<file path="config.mk">
export PLATFORM = sky130hd
export DESIGN_NAME = dcfg_master
export DESIGN_NICKNAME = d
export VERILOG_FILES = /design/src/rtl/dcfg_pkg.sv /design/src/rtl/dcfg_sync.sv /design/src/rtl/dcfg_tick.sv /design/src/rtl/dcfg_xfer.sv /design/src/rtl/dcfg_seq.sv /design/src/rtl/dcfg_master.sv
export SDC_FILE = /design/constraint.sdc
export NUM_CORES = 1
export LEC_CHECK = 0
export BUFFER_PORTS_ARGS = -buffer_cell sky130_fd_sc_hd__buf_2
export CORE_MARGIN = 3
export CORE_UTILIZATION = 35
export CTS_CLUSTER_DIAMETER = 40
export DETAILED_ROUTE_END_ITERATION = 10
export GPL_TIMING_DRIVEN = 0
export PLACE_DENSITY = 0.54
export SETUP_SLACK_MARGIN = 0.1
export SYNTH_ARGS = -nofsm -noshare
export SYNTH_HDL_FRONTEND = slang
export SYNTH_SLANG_ARGS = --single-unit
</file>
<file path="constraint.sdc">
create_clock -name clk -period 4.29 [get_ports clk]
set_input_delay 0.429 -clock clk [delete_from_list [all_inputs] [get_ports clk]]
set_output_delay 0.429 -clock clk [all_outputs]
set_load 0.005 [all_outputs]
</file>
<file path="src/rtl/dcfg_pkg.sv">
package dcfg_pkg;

    localparam int BYTE_W     = 8;
    localparam int IDX_W      = 5;
    localparam logic [BYTE_W-1:0] DEV_BASE = 8'h40;

    localparam int SEARCH_MAX = 10;
    localparam int DUMMY_N    = 2;
    localparam int WTAIL_N    = 2;
    localparam int RTAIL_HI_N = 1;
    localparam int RTAIL_LO_N = 3;
    localparam int RESET_N    = 30;

    localparam int SETUP_STEPS = 5;
    localparam logic [BYTE_W-1:0] SETUP_VAL0 = 8'h17;
    localparam logic [BYTE_W-1:0] SETUP_VAL2 = 8'hFF;
    localparam logic [IDX_W-1:0]  MODE_IDX   = 5'd1;

    typedef enum logic [1:0] {
        OP_READ  = 2'b00,
        OP_WRITE = 2'b01,
        OP_RESET = 2'b10,
        OP_SETUP = 2'b11
    } op_e;

    typedef enum logic [3:0] {
        PH_IDLE,
        PH_START,
        PH_CMD,
        PH_WDATA,
        PH_WTAIL,
        PH_SEARCH,
        PH_RDATA,
        PH_DUMMY,
        PH_RTAIL_HI,
        PH_RTAIL_LO,
        PH_RESET
    } phase_e;

    typedef struct packed {
        op_e                op;
        logic [IDX_W-1:0]   idx;
        logic [BYTE_W-1:0]  wdata;
    } xfer_req_t;

    // address base | index in bits 5:1 | direction in bit 0
    function automatic logic [BYTE_W-1:0] cmd_byte(input logic [IDX_W-1:0] idx,
                                                   input logic wr);
        return DEV_BASE | {{(BYTE_W-IDX_W-1){1'b0}}, idx, wr};
    endfunction

    function automatic int slot_limit(input phase_e ph);
        case (ph)
            PH_CMD, PH_WDATA, PH_RDATA: return BYTE_W;
            PH_WTAIL:                   return WTAIL_N;
            PH_SEARCH:                  return SEARCH_MAX;
            PH_DUMMY:                   return DUMMY_N;
            PH_RTAIL_HI:                return RTAIL_HI_N;
            PH_RTAIL_LO:                return RTAIL_LO_N;
            PH_RESET:                   return RESET_N;
            default:                    return 1;
        endcase
    endfunction

    function automatic xfer_req_t setup_step(input int step,
                                             input logic [BYTE_W-1:0] mode);
        xfer_req_t r;
        case (step)
            0:       r = '{op: OP_RESET, idx: '0,       wdata: '0};
            1:       r = '{op: OP_WRITE, idx: 5'd0,     wdata: SETUP_VAL0};
            2:       r = '{op: OP_WRITE, idx: MODE_IDX, wdata: mode};
            3:       r = '{op: OP_WRITE, idx: 5'd2,     wdata: SETUP_VAL2};
            default: r = '{op: OP_READ,  idx: MODE_IDX, wdata: '0};
        endcase
        return r;
    endfunction

endpackage

</file>
<file path="src/rtl/dcfg_sync.sv">
module dcfg_sync #(
    parameter int           W       = 2,
    parameter int           STAGES  = 2,
    parameter logic [W-1:0] RST_VAL = '0
) (
    input  logic         clk,
    input  logic         rst,
    input  logic [W-1:0] d,
    output logic [W-1:0] q
);
    logic [W-1:0] stg [STAGES];

    generate
        for (genvar s = 0; s < STAGES; s++) begin : g_stage
            if (s == 0) begin : g_first
                always_ff @(posedge clk) begin
                    if (rst) stg[s] <= RST_VAL;
                    else     stg[s] <= d;
                end
            end else begin : g_next
                always_ff @(posedge clk) begin
                    if (rst) stg[s] <= RST_VAL;
                    else     stg[s] <= stg[s-1];
                end
            end
        end
    endgenerate

    assign q = stg[STAGES-1];
endmodule

</file>
<file path="src/rtl/dcfg_tick.sv">
module dcfg_tick #(
    parameter int PRESC_W = 8
) (
    input  logic               clk,
    input  logic               rst,
    input  logic               restart,
    input  logic [PRESC_W-1:0] presc,
    output logic               tick
);
    logic [PRESC_W-1:0] cnt;

    always_ff @(posedge clk) begin
        if (rst || restart)   cnt <= presc;
        else if (cnt == '0)   cnt <= presc;
        else                  cnt <= cnt - 1'b1;
    end

    assign tick = (cnt == '0);

    AST_TICK_RELOAD: assert property (@(posedge clk) disable iff (rst)
        (tick && !restart) |=> (cnt == $past(presc))) else $error("unit reload");
endmodule

</file>
<file path="src/rtl/dcfg_xfer.sv">
module dcfg_xfer
    import dcfg_pkg::*;
#(
    parameter int CNT_W = $clog2(RESET_N + 1)
) (
    input  logic              clk,
    input  logic              rst,
    input  logic              go,
    input  logic              tick,
    input  xfer_req_t         req,
    input  logic              sdi_s,
    input  logic              rvn_s,
    output logic              sclk,
    output logic              sdo,
    output logic              fin,
    output logic [BYTE_W-1:0] rbyte
);
    phase_e             phase, nphase;
    logic [CNT_W-1:0]   bcnt, nbcnt;
    logic [1:0]         unit;
    logic [BYTE_W-1:0]  cmd_q, wd_q, rsh;
    logic               found, is_wr, nsdo, last;

    assign last  = (bcnt == CNT_W'(slot_limit(phase) - 1));
    assign rbyte = rsh;

    // next slot selection, evaluated at the end of a slot's high phase
    always_comb begin
        nphase = phase;
        nbcnt  = bcnt + 1'b1;
        nsdo   = sdo;
        if (phase == PH_SEARCH && found) begin
            nphase = PH_RDATA;
            nbcnt  = '0;
            nsdo   = 1'b1;
        end else if (!last) begin
            case (phase)
                PH_CMD:   nsdo = cmd_q[nbcnt[2:0]];
                PH_WDATA: nsdo = wd_q[nbcnt[2:0]];
                default:  nsdo = sdo;
            endcase
        end else begin
            nbcnt = '0;
            case (phase)
                PH_START: begin
                    nphase = PH_CMD;
                    nsdo   = cmd_q[0];
                end
                PH_CMD: begin
                    if (is_wr) begin
                        nphase = PH_WDATA;
                        nsdo   = wd_q[0];
                    end else begin
                        nphase = PH_SEARCH;
                        nsdo   = 1'b1;
                    end
                end
                PH_WDATA: begin
                    nphase = PH_WTAIL;
                    nsdo   = 1'b0;
                end
                PH_SEARCH: begin
                    nphase = PH_DUMMY;
                    nsdo   = 1'b1;
                end
                PH_RDATA, PH_DUMMY: begin
                    nphase = PH_RTAIL_HI;
                    nsdo   = 1'b1;
                end
                PH_RTAIL_HI: begin
                    nphase = PH_RTAIL_LO;
                    nsdo   = 1'b0;
                end
                default: begin
                    nphase = PH_IDLE;
                    nsdo   = 1'b0;
                end
            endcase
        end
    end

    always_ff @(posedge clk) begin
        if (rst) begin
            phase <= PH_IDLE;
            bcnt  <= '0;
            unit  <= '0;
            sclk  <= 1'b0;
            sdo   <= 1'b0;
            fin   <= 1'b0;
            cmd_q <= '0;
            wd_q  <= '0;
            rsh   <= '0;
            found <= 1'b0;
            is_wr <= 1'b0;
        end else begin
            fin <= 1'b0;
            if (phase == PH_IDLE) begin
                if (go) begin
                    phase <= (req.op == OP_RESET) ? PH_RESET : PH_START;
                    is_wr <= (req.op == OP_WRITE);
                    cmd_q <= cmd_byte(req.idx, req.op == OP_WRITE);
                    wd_q  <= req.wdata;
                    bcnt  <= '0;
                    unit  <= '0;
                    sclk  <= 1'b0;
                    sdo   <= 1'b0;
                    rsh   <= '0;
                    found <= 1'b0;
                end
            end else if (tick) begin
                case (unit)
                    2'd0: unit <= 2'd1;
                    2'd1: begin
                        unit <= 2'd2;
                        sclk <= 1'b1;
                        if (phase == PH_SEARCH && !rvn_s) found <= 1'b1;
                        if (phase == PH_RDATA) rsh <= {sdi_s, rsh[BYTE_W-1:1]};
                    end
                    default: begin
                        unit  <= 2'd0;
                        sclk  <= 1'b0;
                        phase <= nphase;
                        bcnt  <= nbcnt;
                        sdo   <= nsdo;
                        if (nphase == PH_IDLE) fin <= 1'b1;
                    end
                endcase
            end
        end
    end

    AST_IDLE_LINK_LOW: assert property (@(posedge clk) disable iff (rst)
        (phase == PH_IDLE) |-> (!sclk && !sdo)) else $error("link not idle");
    AST_DATA_STABLE_HIGH: assert property (@(posedge clk) disable iff (rst)
        sclk |-> $stable(sdo)) else $error("data moved while clock high");
    AST_SEARCH_BOUND: assert property (@(posedge clk) disable iff (rst)
        (phase == PH_SEARCH) |-> (bcnt < CNT_W'(SEARCH_MAX))) else $error("search overrun");
    AST_NOACK_ZERO: assert property (@(posedge clk) disable iff (rst)
        (phase == PH_DUMMY) |-> (rsh == '0)) else $error("dummy path data");
    AST_FIN_PULSE: assert property (@(posedge clk) disable iff (rst)
        fin |=> !fin) else $error("fin too long");
endmodule

</file>
<file path="src/rtl/dcfg_seq.sv">
module dcfg_seq
    import dcfg_pkg::*;
(
    input  logic              clk,
    input  logic              rst,
    input  logic              start,
    input  logic [1:0]        op,
    input  logic [IDX_W-1:0]  idx,
    input  logic [BYTE_W-1:0] wdata,
    input  logic              x_fin,
    input  logic [BYTE_W-1:0] x_rbyte,
    output logic              busy,
    output logic              done,
    output logic [BYTE_W-1:0] rdata,
    output logic              x_go,
    output xfer_req_t         x_req
);
    localparam int STEP_W = $clog2(SETUP_STEPS);

    op_e               op_q;
    logic [BYTE_W-1:0] mode_q;
    logic [STEP_W-1:0] step;

    always_ff @(posedge clk) begin
        if (rst) begin
            busy   <= 1'b0;
            done   <= 1'b0;
            rdata  <= '0;
            x_go   <= 1'b0;
            x_req  <= '{op: OP_READ, idx: '0, wdata: '0};
            op_q   <= OP_READ;
            mode_q <= '0;
            step   <= '0;
        end else begin
            done <= 1'b0;
            x_go <= 1'b0;
            if (!busy) begin
                if (start) begin
                    busy   <= 1'b1;
                    x_go   <= 1'b1;
                    op_q   <= op_e'(op);
                    mode_q <= wdata;
                    step   <= '0;
                    if (op_e'(op) == OP_SETUP) x_req <= setup_step(0, wdata);
                    else                       x_req <= '{op: op_e'(op), idx: idx, wdata: wdata};
                end
            end else if (x_fin) begin
                if (op_q == OP_SETUP && int'(step) != SETUP_STEPS - 1) begin
                    step  <= step + 1'b1;
                    x_req <= setup_step(int'(step) + 1, mode_q);
                    x_go  <= 1'b1;
                end else begin
                    busy <= 1'b0;
                    done <= 1'b1;
                    if (x_req.op == OP_READ) rdata <= x_rbyte;
                end
            end
        end
    end

    AST_DONE_AFTER_BUSY: assert property (@(posedge clk) disable iff (rst)
        done |-> (!busy && $past(busy))) else $error("done without busy end");
    AST_START_IGNORED: assert property (@(posedge clk) disable iff (rst)
        (busy && start) |=> ($stable(op_q) && $stable(mode_q))) else $error("start taken while busy");
    AST_RDATA_HOLD: assert property (@(posedge clk) disable iff (rst)
        !$stable(rdata) |-> (done && x_req.op == OP_READ)) else $error("rdata moved");
    AST_SETUP_STEP_RANGE: assert property (@(posedge clk) disable iff (rst)
        busy |-> (int'(step) < SETUP_STEPS)) else $error("setup step range");
endmodule

</file>
<file path="src/rtl/dcfg_master.sv">
module dcfg_master
    import dcfg_pkg::*;
#(
    parameter int PRESC_W = 8
) (
    input  logic               clk,
    input  logic               rst,
    input  logic [PRESC_W-1:0] cfg_presc,
    input  logic               host_start,
    input  logic [1:0]         host_op,
    input  logic [4:0]         host_idx,
    input  logic [7:0]         host_wdata,
    output logic [7:0]         host_rdata,
    output logic               host_busy,
    output logic               host_done,
    output logic               dg_clk,
    output logic               dg_dout,
    input  logic               dg_din,
    input  logic               dg_rvalid_n
);
    localparam int SYNC_W = 2;

    logic [SYNC_W-1:0] sync_q;
    logic              x_go, x_fin, tick;
    xfer_req_t         x_req;
    logic [BYTE_W-1:0] x_rbyte;

    // bit 1: read-valid (idles high), bit 0: data
    dcfg_sync #(.W(SYNC_W), .STAGES(2), .RST_VAL(2'b10)) u_sync (
        .clk (clk),
        .rst (rst),
        .d   ({dg_rvalid_n, dg_din}),
        .q   (sync_q)
    );

    dcfg_tick #(.PRESC_W(PRESC_W)) u_tick (
        .clk     (clk),
        .rst     (rst),
        .restart (x_go),
        .presc   (cfg_presc),
        .tick    (tick)
    );

    dcfg_seq u_seq (
        .clk     (clk),
        .rst     (rst),
        .start   (host_start),
        .op      (host_op),
        .idx     (host_idx),
        .wdata   (host_wdata),
        .x_fin   (x_fin),
        .x_rbyte (x_rbyte),
        .busy    (host_busy),
        .done    (host_done),
        .rdata   (host_rdata),
        .x_go    (x_go),
        .x_req   (x_req)
    );

    dcfg_xfer u_xfer (
        .clk   (clk),
        .rst   (rst),
        .go    (x_go),
        .tick  (tick),
        .req   (x_req),
        .sdi_s (sync_q[0]),
        .rvn_s (sync_q[1]),
        .sclk  (dg_clk),
        .sdo   (dg_dout),
        .fin   (x_fin),
        .rbyte (x_rbyte)
    );

    AST_CLK_ONLY_BUSY: assert property (@(posedge clk) disable iff (rst)
        dg_clk |-> host_busy) else $error("clock outside busy");
endmodule

</file>
==> results.py <==
metrics = {
    "timing": {
        "final_hold_viol_count": 0,
        "tightest_slew_ns": 0.7416,
        "whs_ns": 0.2752,
        "setup_ws_ns": 0.9807,
        "fin_tns_setup_ns": 0,
        "fmax_mhz": 302.2,
        "skew_ns": 0.005884,
        "max_slew_margin": 0.5033,
        "fin_crit_ns": 3.309,
        "slew_viol_final": 0,
        "post-route-period-util": 0.7714,
        "rsz0062_at_grt": "false",
        "setup_viol": 0,
    },
    "finish": {
        "final_common_cell": "dfxtp_1",
        "final_cell_mix": "dfxtp_1, nand2_1, a21oi_1",
        "fin_util": 0.4172,
        "fin_area_mm2": 0.004825,
        "drive_gt1_frac": 0.1208,
        "diodes": 0,
        "area_delta_synth_final_pct": 15.21,
        "fin_cells": 706,
        "nets": 595,
    },
    "placement": {
        "place_worst_setup_slack_ns": 1.018,
        "dpl_cell_area_mm2": 0.004557,
        "placedCellCount": 690,
        "gp_congestion": 0.9017,
        "port_buffers": 38,
        "place_hpwl_mm": 7.604,
    },
    "power": {
        "p_int_mw": 1.361,
        "p_seq_frac": 0.504,
        "clkPwrFrac": 0.399,
        "finalPower_mw": 1.836,
        "ir_drop_mv": 0.1596,
        "power_frac_comb": 0.097,
        "sw_frac_of_total": 0.2588,
        "power_density_mw_per_mm2": 380.5,
        "p_switching_uw": 475.1,
        "p_leak_nw": 1.860,
    },
    "drt": {
        "post_drt_wl_per_cell_um": 14.55,
        "wl_met3_um": 429,
        "wl_met2_mm": 4.805,
        "drt-met1-wl_mm": 4.946,
        "detail-route-antenna-nets": 0,
        "vias": 3598,
        "drc_errors": 0,
        "highest-signal-layer": "met4",
        "drt-pass1-iter-count": 4,
        "drt_iter0_markers": 164,
        "via_per_inst": 5.096,
        "drt-total-wl_mm": 10.27,
    },
    "global_route": {
        "grt_pass1_wl_mm": 16.93,
        "grt_max_degree": 16,
        "grt_pass1_vias": 3571,
        "grt_usage": 0.1633,
        "antenna_found_initial": 0,
        "grt-ovfl-total": 0,
    },
    "clocking": {
        "cts_htree_levels": 3,
        "cts-resized-gates": 0,
        "hold_buffers": 0,
        "postCtsSetupRepairBufs": 0,
        "clockBufferDepth": 2,
        "cts_root_buffer": "clkbuf_16",
        "insertion_delay_ns": 0.35,
        "clk_pin_slew_worst_paths_ns": 0.06,
        "cts_buffers": 9,
        "cts_tree": "built",
        "clkSinkCount": 93,
    },
    "setup_path": {
        "end_kind": "flip-flop",
        "crit_type": "flip-flop to flip-flop",
        "reg2reg_depth": 12,
        "crit_arrival_ns": 3.58,
        "worstPathMaxFanout": 10,
        "startpoint_type": "flip-flop",
        "cp_data_required_time_ns": 4.56,
    },
    "floorplan": {
        "die_area_mm2": 0.01331,
        "floorplan.initialDensity": 0.3621,
        "core_region_area_mm2": 0.01156,
        "row_count": 39,
        "die_h_um": 115.4,
        "dieWidth_um": 115.4,
        "io_pins": 40,
    },
    "worst_hold_path": {
        "worstHoldPathType": "input port to flip-flop",
        "hold_path_depth": 2,
    },
    "logic_synthesis": {
        "syn_inst": 509,
        "ys_seq_area_frac": 0.4446,
        "ys_ff_latch": 93,
        "async_reset_ff_frac": 0,
        "synthFlopType": "dfxtp_1",
        "syn_area_mm2": 0.004188,
        "synth.distinct_cells": 54,
        "synth_edf_count": 0,
        "ys_warn_count": 0,
        "synth_nets": 546,
        "avgSynthCellArea_um2": 8.227,
    },
    "run": {
        "maxCapViolations": 0,
    },
    "run_status": {
        "status": "finished clean",
    },
}
## layer usage
metal,global-route usage,vias to the layer above
met3,0.04158,10
met5,0,-
li1,-,1868
met1,0.2093,1658
met2,0.2643,62
met4,0.06260,0
## cell usage after synthesis, drive strengths merged, types with 4 or more instances
cell type | number | area share
o21ai | 25 | 0.030
mux2i | 11 | 0.026
a22oi | 5 | 0.0090
a211oi | 12 | 0.022
or2 | 4 | 0.0066
xnor2 | 6 | 0.013
and3 | 4 | 0.0060
a21o | 4 | 0.0072
ha | 9 | 0.027
or3 | 5 | 0.0078
inv | 12 | 0.011
nor4 | 4 | 0.0096
clkbuf | 27 | 0.024
nand3b | 4 | 0.0072
xor2 | 8 | 0.017
nor2 | 48 | 0.043
nor2b | 10 | 0.015
nand2 | 87 | 0.078
a21oi | 53 | 0.063
nand3 | 21 | 0.025
dfxtp | 93 | 0.44
nand2b | 6 | 0.0090
a31oi | 4 | 0.0075
nor3 | 9 | 0.011
## power by group through the flow
stage	Clock (mW)	Sequential [mW]	Combinational, mW
2_1_floorplan	0	0.938	0.126
3_3_place_gp	0	0.944	0.176
3_5_place_dp	0	0.945	0.179
4_1_cts	0.760	0.925	0.179
5_1_grt	0.799	0.930	0.202
6_report	0.733	0.925	0.177
## state kept, by name, indices dropped and copies added (netlist names), 2 cells and up, named ones only
| register | cells |
|---|---|
| u_xfer.rbyte | 8 |
| u_xfer.wd_q | 8 |
| u_seq.step | 3 |
| u_seq.rdata | 8 |
| u_seq.op_q | 2 |
| u_xfer.cmd_q | 7 |
| u_seq.mode_q | 8 |
| u_xfer.phase | 4 |
| u_sync.stg | 4 |
| u_tick.cnt | 8 |
| u_seq.x_req | 15 |
| u_xfer.unit | 2 |
| u_xfer.bcnt | 5 |
## final timing paths
path / slack (ns) / endpoint / start
setup / recovery: 0.98 / flip-flop / flip-flop
hold / removal: 0.28 / u_tick.cnt[3] / cfg_presc[3]
setup reg to reg: 0.98 / flip-flop / flip-flop
hold reg to reg: 0.40 / u_sync.stg[1][1] / u_sync.stg[0][1]
## cells by family (layout without fill, tap and decap cells)
group                    Yosys count  count (layout)  share of synthesized area
buffers and inverters             42              96                    0.03794
AND/OR/NAND/NOR                  214             214                     0.2414
AO/OA/AOI/OAI                    122             122                     0.1748
XOR/XNOR                          14              14                    0.02928
multiplexers                      15              15                    0.04511
adder cells (fa/ha/maj)            9               9                    0.02689
flip-flops                        93              93                     0.4446
## critical path: stages (launching register included)
cell and delay [ns]:
dfxtp_1 0.36, inv_1 0.06, ha_1 0.24, or2_2 0.29, a211oi_1 0.27, o2111ai_1 0.26
clkbuf_1 0.30, o22ai_1 0.23, o21ai_0 0.14, a211o_1 0.30, ha_1 0.29, or3_1 0.37
a21oi_1 0.13
## cell type report
class                           instances  area [um2]
Inverter                               12       45.04
Multi-Input combinational cell        374        2167
Fill cell                            1167        6740
Tap cell                              143       178.9
Buffer                                 30       113.9
Sequential cell                        93        1862
Clock inverter                          5       35.03
Clock buffer                           11       232.7
Timing Repair Buffer                   38       190.2
(Power assumes the default switching activity.)
